**src/rtl/clkdiv_pkg.sv**
```systemverilog
`timescale 1ns/1ps
package clkdiv_pkg;

    localparam logic [31:0] OFS_DIVIDE = 32'h0000_0000;
    localparam logic [31:0] OFS_GATE   = 32'h0000_0004;

    typedef enum logic [1:0] {
        SEL_NONE   = 2'd0,
        SEL_DIVIDE = 2'd1,
        SEL_GATE   = 2'd2
    } reg_sel_e;

    function automatic reg_sel_e decode_ofs(input logic [31:0] ofs);
        if (ofs == OFS_DIVIDE) begin
            return SEL_DIVIDE;
        end else if (ofs == OFS_GATE) begin
            return SEL_GATE;
        end
        return SEL_NONE;
    endfunction

endpackage

```
**src/rtl/clkdiv_regs.sv**
```systemverilog
`timescale 1ns/1ps
module clkdiv_regs
    import clkdiv_pkg::*;
#(
    parameter int unsigned ADDR_W  = 8,
    parameter int unsigned DATA_W  = 32,
    parameter int unsigned RATIO_W = 16,
    parameter int unsigned LINES   = 32
) (
    input  logic               clk,
    input  logic               rst_n,
    input  logic               wr_i,
    input  logic [ADDR_W-1:0]  addr_i,
    input  logic [DATA_W-1:0]  wdata_i,
    output logic [DATA_W-1:0]  rdata_o,
    output logic [RATIO_W-1:0] ratio_o,
    output logic               bypass_o,
    output logic [LINES-1:0]   gate_o
);

    localparam int unsigned BYP_BIT = RATIO_W;

    typedef struct packed {
        logic [RATIO_W-1:0] ratio;
        logic               bypass;
        logic [LINES-1:0]   gate;
    } regs_t;

    regs_t    st_d, st_q;
    reg_sel_e sel;

    always_comb begin
        sel  = decode_ofs(32'(addr_i));
        st_d = st_q;
        if (wr_i) begin
            case (sel)
                SEL_DIVIDE: begin
                    st_d.ratio  = wdata_i[RATIO_W-1:0];
                    st_d.bypass = wdata_i[BYP_BIT];
                end
                SEL_GATE:   st_d.gate = wdata_i[LINES-1:0];
                default:    st_d = st_q;
            endcase
        end
    end

    always_comb begin
        rdata_o = '0;
        case (sel)
            SEL_DIVIDE: begin
                rdata_o[RATIO_W-1:0] = st_q.ratio;
                rdata_o[BYP_BIT]     = st_q.bypass;
            end
            SEL_GATE:   rdata_o[LINES-1:0] = st_q.gate;
            default:    rdata_o = '0;
        endcase
    end

    always_ff @(posedge clk or negedge rst_n) begin
        if (!rst_n) begin
            st_q <= '0;
        end else begin
            st_q <= st_d;
        end
    end

    assign ratio_o  = st_q.ratio;
    assign bypass_o = st_q.bypass;
    assign gate_o   = st_q.gate;

    // a write to an unmapped offset leaves every register as it was
    assert_unmapped_hold_R9: assert property (@(posedge clk) disable iff (!rst_n)
        (wr_i && sel == SEL_NONE) |=> (st_q == $past(st_q)));

    // reserved upper bits of the divide register never read as one
    assert_reserved_zero_R6: assert property (@(posedge clk) disable iff (!rst_n)
        (sel == SEL_DIVIDE) |-> (rdata_o[DATA_W-1:BYP_BIT+1] == '0));

endmodule

```
**src/rtl/clkdiv_core.sv**
```systemverilog
`timescale 1ns/1ps
module clkdiv_core #(
    parameter int unsigned RATIO_W = 16
) (
    input  logic               clk,
    input  logic               rst_n,
    input  logic [RATIO_W-1:0] ratio_req_i,
    input  logic               bypass_req_i,
    output logic               phase_o,
    output logic               sel_o,
    output logic               clk_o
);

    typedef struct packed {
        logic [RATIO_W-1:0] cnt;
        logic               phase;
        logic [RATIO_W-1:0] ratio;
        logic               bypass;
    } core_t;

    core_t core_d, core_q;
    logic  sel_q;
    logic  half_end;
    logic  period_end;

    always_comb begin
        core_d     = core_q;
        half_end   = !core_q.bypass && (core_q.cnt == core_q.ratio);
        period_end = core_q.bypass || (half_end && core_q.phase);

        if (core_q.bypass) begin
            core_d.cnt   = '0;
            core_d.phase = 1'b0;
        end else if (half_end) begin
            core_d.cnt   = '0;
            core_d.phase = ~core_q.phase;
        end else begin
            core_d.cnt   = core_q.cnt + 1'b1;
        end

        if (period_end) begin
            core_d.ratio  = ratio_req_i;
            core_d.bypass = bypass_req_i;
        end
    end

    always_ff @(posedge clk or negedge rst_n) begin
        if (!rst_n) begin
            core_q <= '0;
        end else begin
            core_q <= core_d;
        end
    end

    // pass-through select retimed on the falling edge so the mux only moves while both inputs are low
    always_ff @(negedge clk or negedge rst_n) begin
        if (!rst_n) begin
            sel_q <= 1'b0;
        end else begin
            sel_q <= core_q.bypass;
        end
    end

    assign clk_o   = sel_q ? clk : core_q.phase;
    assign phase_o = core_q.phase;
    assign sel_o   = sel_q;

    // the half-period counter never runs past the active division value
    assert_cnt_bound_R1: assert property (@(posedge clk) disable iff (!rst_n)
        core_q.cnt <= core_q.ratio);

    // in divide mode the phase flips only after a full half of n+1 cycles
    assert_half_length_R1: assert property (@(posedge clk) disable iff (!rst_n)
        (!$stable(core_q.phase) && !$past(core_q.bypass))
            |-> ($past(core_q.cnt) == $past(core_q.ratio)));

    // the active ratio moves only at the end of a full output period
    assert_ratio_at_boundary_R4: assert property (@(posedge clk) disable iff (!rst_n)
        (core_q.ratio != $past(core_q.ratio))
            |-> ($past(core_q.bypass) || ($past(core_q.phase) && !core_q.phase)));

    // the output mux switches only while the divided phase is low
    assert_sel_rise_low_R5: assert property (@(posedge clk) disable iff (!rst_n)
        $rose(sel_q) |-> !core_q.phase);
    assert_sel_fall_low_R5: assert property (@(posedge clk) disable iff (!rst_n)
        $fell(sel_q) |-> !core_q.phase);

endmodule

```
**src/rtl/clkdiv_gate.sv**
```systemverilog
`timescale 1ns/1ps
module clkdiv_gate #(
    parameter int unsigned LINES = 32
) (
    input  logic             clk,
    input  logic             rst_n,
    input  logic [LINES-1:0] gate_i,
    input  logic             phase_i,
    input  logic             sel_i,
    output logic [LINES-1:0] en_o
);

    logic [LINES-1:0] en_d, en_q;
    logic             clk_low;

    always_comb begin
        clk_low = sel_i || !phase_i;
        en_d    = en_q;
        if (clk_low) begin
            en_d = ~gate_i;
        end
    end

    for (genvar i = 0; i < LINES; i++) begin : g_line
        always_ff @(negedge clk or negedge rst_n) begin
            if (!rst_n) begin
                en_q[i] <= 1'b1;
            end else begin
                en_q[i] <= en_d[i];
            end
        end
    end

    assign en_o = en_q;

    // an enable moves only while the module clock is in its low phase
    assert_en_low_phase_R8: assert property (@(posedge clk) disable iff (!rst_n)
        (en_q != $past(en_q)) |-> (sel_i || !phase_i));

endmodule

```
**src/rtl/clkdiv_top.sv**
```systemverilog
`timescale 1ns/1ps
module clkdiv_top #(
    parameter int unsigned ADDR_W  = 8,
    parameter int unsigned DATA_W  = 32,
    parameter int unsigned RATIO_W = 16,
    parameter int unsigned LINES   = 32
) (
    input  logic              clk_ref,
    input  logic              rst_n,
    input  logic              bus_wr,
    input  logic [ADDR_W-1:0] bus_addr,
    input  logic [DATA_W-1:0] bus_wdata,
    output logic [DATA_W-1:0] bus_rdata,
    output logic              clk_out,
    output logic [LINES-1:0]  line_en
);

    logic [RATIO_W-1:0] ratio_req;
    logic               bypass_req;
    logic [LINES-1:0]   gate_req;
    logic               phase;
    logic               sel;

    clkdiv_regs #(
        .ADDR_W (ADDR_W),
        .DATA_W (DATA_W),
        .RATIO_W(RATIO_W),
        .LINES  (LINES)
    ) u_regs (
        .clk     (clk_ref),
        .rst_n   (rst_n),
        .wr_i    (bus_wr),
        .addr_i  (bus_addr),
        .wdata_i (bus_wdata),
        .rdata_o (bus_rdata),
        .ratio_o (ratio_req),
        .bypass_o(bypass_req),
        .gate_o  (gate_req)
    );

    clkdiv_core #(
        .RATIO_W(RATIO_W)
    ) u_core (
        .clk         (clk_ref),
        .rst_n       (rst_n),
        .ratio_req_i (ratio_req),
        .bypass_req_i(bypass_req),
        .phase_o     (phase),
        .sel_o       (sel),
        .clk_o       (clk_out)
    );

    clkdiv_gate #(
        .LINES(LINES)
    ) u_gate (
        .clk    (clk_ref),
        .rst_n  (rst_n),
        .gate_i (gate_req),
        .phase_i(phase),
        .sel_i  (sel),
        .en_o   (line_en)
    );

endmodule

```
**config.mk**
```make
export PLATFORM = sky130hd
export DESIGN_NAME = clkdiv_top
export DESIGN_NICKNAME = d
export VERILOG_FILES = /design/src/rtl/clkdiv_pkg.sv /design/src/rtl/clkdiv_regs.sv /design/src/rtl/clkdiv_core.sv /design/src/rtl/clkdiv_gate.sv /design/src/rtl/clkdiv_top.sv
export SDC_FILE = /design/constraint.sdc
export NUM_CORES = 1
export LEC_CHECK = 0
export BUFFER_PORTS_ARGS = -buffer_cell sky130_fd_sc_hd__buf_2
export CORE_MARGIN = 2
export CORE_UTILIZATION = 54
export DETAILED_ROUTE_END_ITERATION = 7
export GPL_TIMING_DRIVEN = 0
export PLACE_DENSITY_LB_ADDON = 0.1
export SYNTH_ARGS = -nofsm -noshare
export SYNTH_HDL_FRONTEND = slang
export SYNTH_SLANG_ARGS = --single-unit
```
**constraint.sdc**
```tcl
create_clock -name clk_ref -period 2.5 [get_ports clk_ref]
set_input_delay 0.25 -clock clk_ref [delete_from_list [all_inputs] [get_ports clk_ref]]
set_output_delay 0.25 -clock clk_ref [all_outputs]
set_load 0.02 [all_outputs]
```
# --- After elaboration in Yosys (flattened, before gate mapping) ---
# Index checks and enable logic that the tools add are counted.
totals:
  regBits: 116
  word_cells: 68
  output_inout_bits: 65
  input_bits: 43
op_classes:
  eq_ne: 4
  bitwise_logic: 2
  addsub: 1
  reduce_logical: 10
  mux: 11
op_table:
  columns: ["operator", "count"]
  rows:
  - ["17-bit one-hot mux with 2 select lines", 1]
  - ["32-bit NOT", 1]
  - ["17-bit 2-to-1 mux", 1]
  - ["16-bit by 1-bit adder with 16-bit output (second input constant)", 1]
  - ["16-bit == test", 1]
  - ["16-bit 2-to-1 mux", 1]
  - ["15-bit 2-to-1 mux", 1]
  - ["8-bit by 3-bit == test with 1-bit output (second input constant)", 1]
  - ["8-bit zero test", 1]
  - ["2-bit 2-to-1 mux", 3]
  - ["1-bit 2-to-1 mux", 4]
  - ["2-bit AND reduction", 2]
  - ["2-bit by 1-bit == test with 1-bit output (second input constant)", 1]
  - ["2-bit == test (second input constant)", 1]
  - ["1-bit logical AND", 2]
  - ["1-bit zero test", 2]
  - ["1-bit logical OR", 2]
  - ["2-bit nonzero test", 1]
  - ["1-bit NOT", 1]

# --- Logic depth before layout (Yosys ltp) ---
logic_depth:
  word_depth: 6
  depth_mapped: 7
  depth_no_buf: 5

# --- Cells and area by module ---
# Synthesis repeated with hierarchy kept, for this count alone.
unflattened:
  cells_unflattened: 407
  hier_area_um2: 5292.6
modules_own_cells:
  columns: ["module", "n_inst", "area_per_inst_um2", "cells_each", "seq_area_each_um2"]
  rows:
  - ["clkdiv_regs", 1, 2228.4, 162, 1226.2]
  - ["clkdiv_core", 1, 1666.6, 137, 875.8]
  - ["clkdiv_gate", 1, 1397.6, 108, 840.8]

==> metrics.cfg <==
[worst_setup_path]
required_ps=2250
cpLargestDelayFamily=flip-flops
cp_slowest_cell=dfrtn_1
worstSetupPathType=reg -> out
critical_path.endpoint_type=output port
worstPathArrival_ps=2750
cp_max_fo=2
critPathBufInv=3
slowest_delay_ps=400
critPathLaunchType=flip-flop
rrSetupSlack_ps=-170
cp_cell_sequence=nand2b_4, buf_8, clkbuf_16, nand2_4, buf_6

[pwr]
power_density_nw_per_um2=887.0
fin_total_pwr_w=0.006246
peakVddDrop_mv=0.6305
p_leak_nw=3.557

[timing]
worst_pin_slew_ps=626.9
drv_slew=0
rsz0062_at_grt=yes
slew-limit-headroom_pct=58.21
clock_skew_ps=77.64
setup_slack_ps=-497.6
setup_viol=46
finalHoldViolCount=0

[status]
failed_checks=negative setup slack
outcome=finished with violations

[detailed_routing]
detail_route.iter0.violations=213
viasPerCell=5.471
routedWlPerCell_um=18.78
ant_nets=0
drcViolationCount=0
drt-pass1-iter-count=5
routed_wl_um=13410
via_count=3906

[clocking]
clk_latency_ps=640
clk_pin_slew_ps=60
cts_tree=built

[grt]
antenna_found_initial=0
grt_pass1_wl_um=21160
grt_pass1_vias=4092
grt_max_degree=70
gr-usage-all-layers_pct=28.37
gr-total-overflow=0

[cells_and_area]
multiInputGateArea_um2=1914
drive_above_1_share_pct=46.53
area_growth_pct=42.81
antenna_cells=0
regArea_um2=2944
layout.nets=637
fillers=507

[floorplan]
ios=108
rows=34
die_area_um2=9912
core_area_um2=8806
chipWidth_um=99.56
initial_core_util_pct=56.00
die-height_um=99.56

[min_path]
worstHoldPathType=in -> reg

[logic_synthesis]
yosys_warnings=0
ys_seq_area_share_pct=59.68
ys_ff_latch=116
ys_types=35
syn_nets=433
syn-cell-area_um2=4931
syn_area_per_cell_um2=12.68
syn_inst=389

[placement]
io_buffers=107
gp_routability_congestion=0.8087
pre_cts_ws_ps=-226.8
dp_hpwl_um=7802

[job]
drv_cap=0

synth_stat cells, drive strengths merged:
library cell   n  area [um^2]
xor2           8        70.07
a21oi         33        176.4
buf            9        50.05
dfrtp         83         2077
nor2          54        205.2
nand2b         1        6.260
nor3           1        5.000
clkbuf        10        38.78
nand4          7        43.79
dfstp         32        840.8
nand2         12        47.55
xnor2         23        201.4
or2            1        6.260
inv            4        15.01
nor4           3        40.04
and4           1        10.01
dfrtn          1        25.02
nand3          3        15.01
or3b           1        8.760
and2          15        93.84
mux2          65        765.7
a22o          17        148.9
and3           3        18.77
and2b          1        8.760
ha             1        12.51
per-layer routing:
metal	track usage [%]	vias up	share of wire, %
li1	-	1758	-
met1	36.90	1969	41
met2	45.95	155	51
met3	6.395	24	6.3
met4	12.54	0	1.8
met5	0	-	0
worst register-to-register path, cell delays in order, from the launching register on:
cell and delay, ps:
dfrtp_2 420, nand2b_4 80, buf_1 480, nor2_1 130
a21oi_1 210
cell usage in the layout, fill, tap and decap left out, types with 2 or more instances in the layout:
cell type      synthesis  final
dfrtp_1               83     82
buf_2                  4     77
mux2_2                56     56
nor2_1                53     53
buf_6                  1     35
inv_1                  4     35
dlygate4sd3_1          0     33
dfstp_2               32     32
a21oi_1               32     28
xnor2_1               23     23
clkbuf_16              0     18
a22o_1                17     17
and2_1                15     15
buf_4                  1     13
nand2_1               11     10
mux2_4                 9      9
xor2_1                 8      8
nand4_1                7      7
inv_6                  0      6
a21oi_2                0      4
clkbuf_2               1      4
clkbuf_8               0      4
clkinv_4               0      4
and3_1                 3      3
nand3_1                3      3
buf_8                  0      2
clkbuf_1               9      2
inv_2                  0      2
inv_4                  0      2
logic make-up after synthesis:
| group | synth area share, % |
|---|---|
| flops | 59.68 |
| simple gates | 10.33 |
| mux | 15.53 |
| compound gates | 6.597 |
| xor+xnor | 5.506 |
| buf+inv | 2.106 |
| fa+ha+maj | 0.2537 |
cell type report:
cell class | count | area share, %
clock inverters | 46 | 3.234
clock buffers | 22 | 6.983
well taps | 108 | 1.919
flip-flops and latches | 116 | 41.81
multi-input cells | 250 | 27.19
inverters | 3 | 0.1599
repair buffers | 150 | 16.56
plain buffers | 19 | 2.150
where the power goes:
part | total, W | switching, W | internal (W)
sequential | 0.00230 | 0.000182 | 0.00212
combinational | 0.00134 | 0.000716 | 0.000620
clock | 0.00261 | 0.00112 | 0.00149
total | 0.00625 | 0.00202 | 0.00422
worst paths after layout:
path / cells after the start / startpoint / end
worst max-delay path: 5 / u_core.sel_o / clk_out
worst min-delay path: 3 / bus_wr / u_regs.gate_o[15]
worst max register to register: 4 / u_core.phase_o / u_gate.en_o[28]
worst min register to register: 2 / u_gate.en_o[9] / u_gate.en_o[9]
max in group asynchronous: 3 / rst_n / u_gate.en_o[22]
min in group asynchronous: 2 / rst_n / u_core.core_q[27]
state kept, by name (all words and copies together) (netlist names):
signal / cells
u_core.phase_o: 1
u_gate.en_o: 32
u_regs.ratio_o: 16
u_regs.bypass_o: 1
u_core.core_q: 33
u_regs.gate_o: 32
u_core.sel_o: 1
per-stage QoR:
step | cell area, um^2 | instances | hold slack (ps) | setup TNS (ps) | utilization, %
3_5_place_dp | 5637 | 605 | 313.3 | -6077 | 64.01
3_3_place_gp | 5607 | 604 | 481.2 | -43490 | 63.67
6_report | 7042 | 714 | 114.6 | -9780 | 79.97
5_1_grt | 7042 | 714 | 129.6 | -11300 | 79.97
4_1_cts | 6993 | 711 | 82.97 | -9491 | 79.41
2_1_floorplan | 4936 | 389 | -45.59 | 0 | -
what timing repair did:
| action | in CTS | in global routing |
|---|---|---|
| setup buffers | 7 | 3 |
| hold buffers | 33 | 0 |
| endpoints found under the setup margin | 67 | 73 |
| hold endpoints to repair | 89 | 0 |
| gates resized for setup | 83 | 15 |
Power figures use the tool's default switching activity.
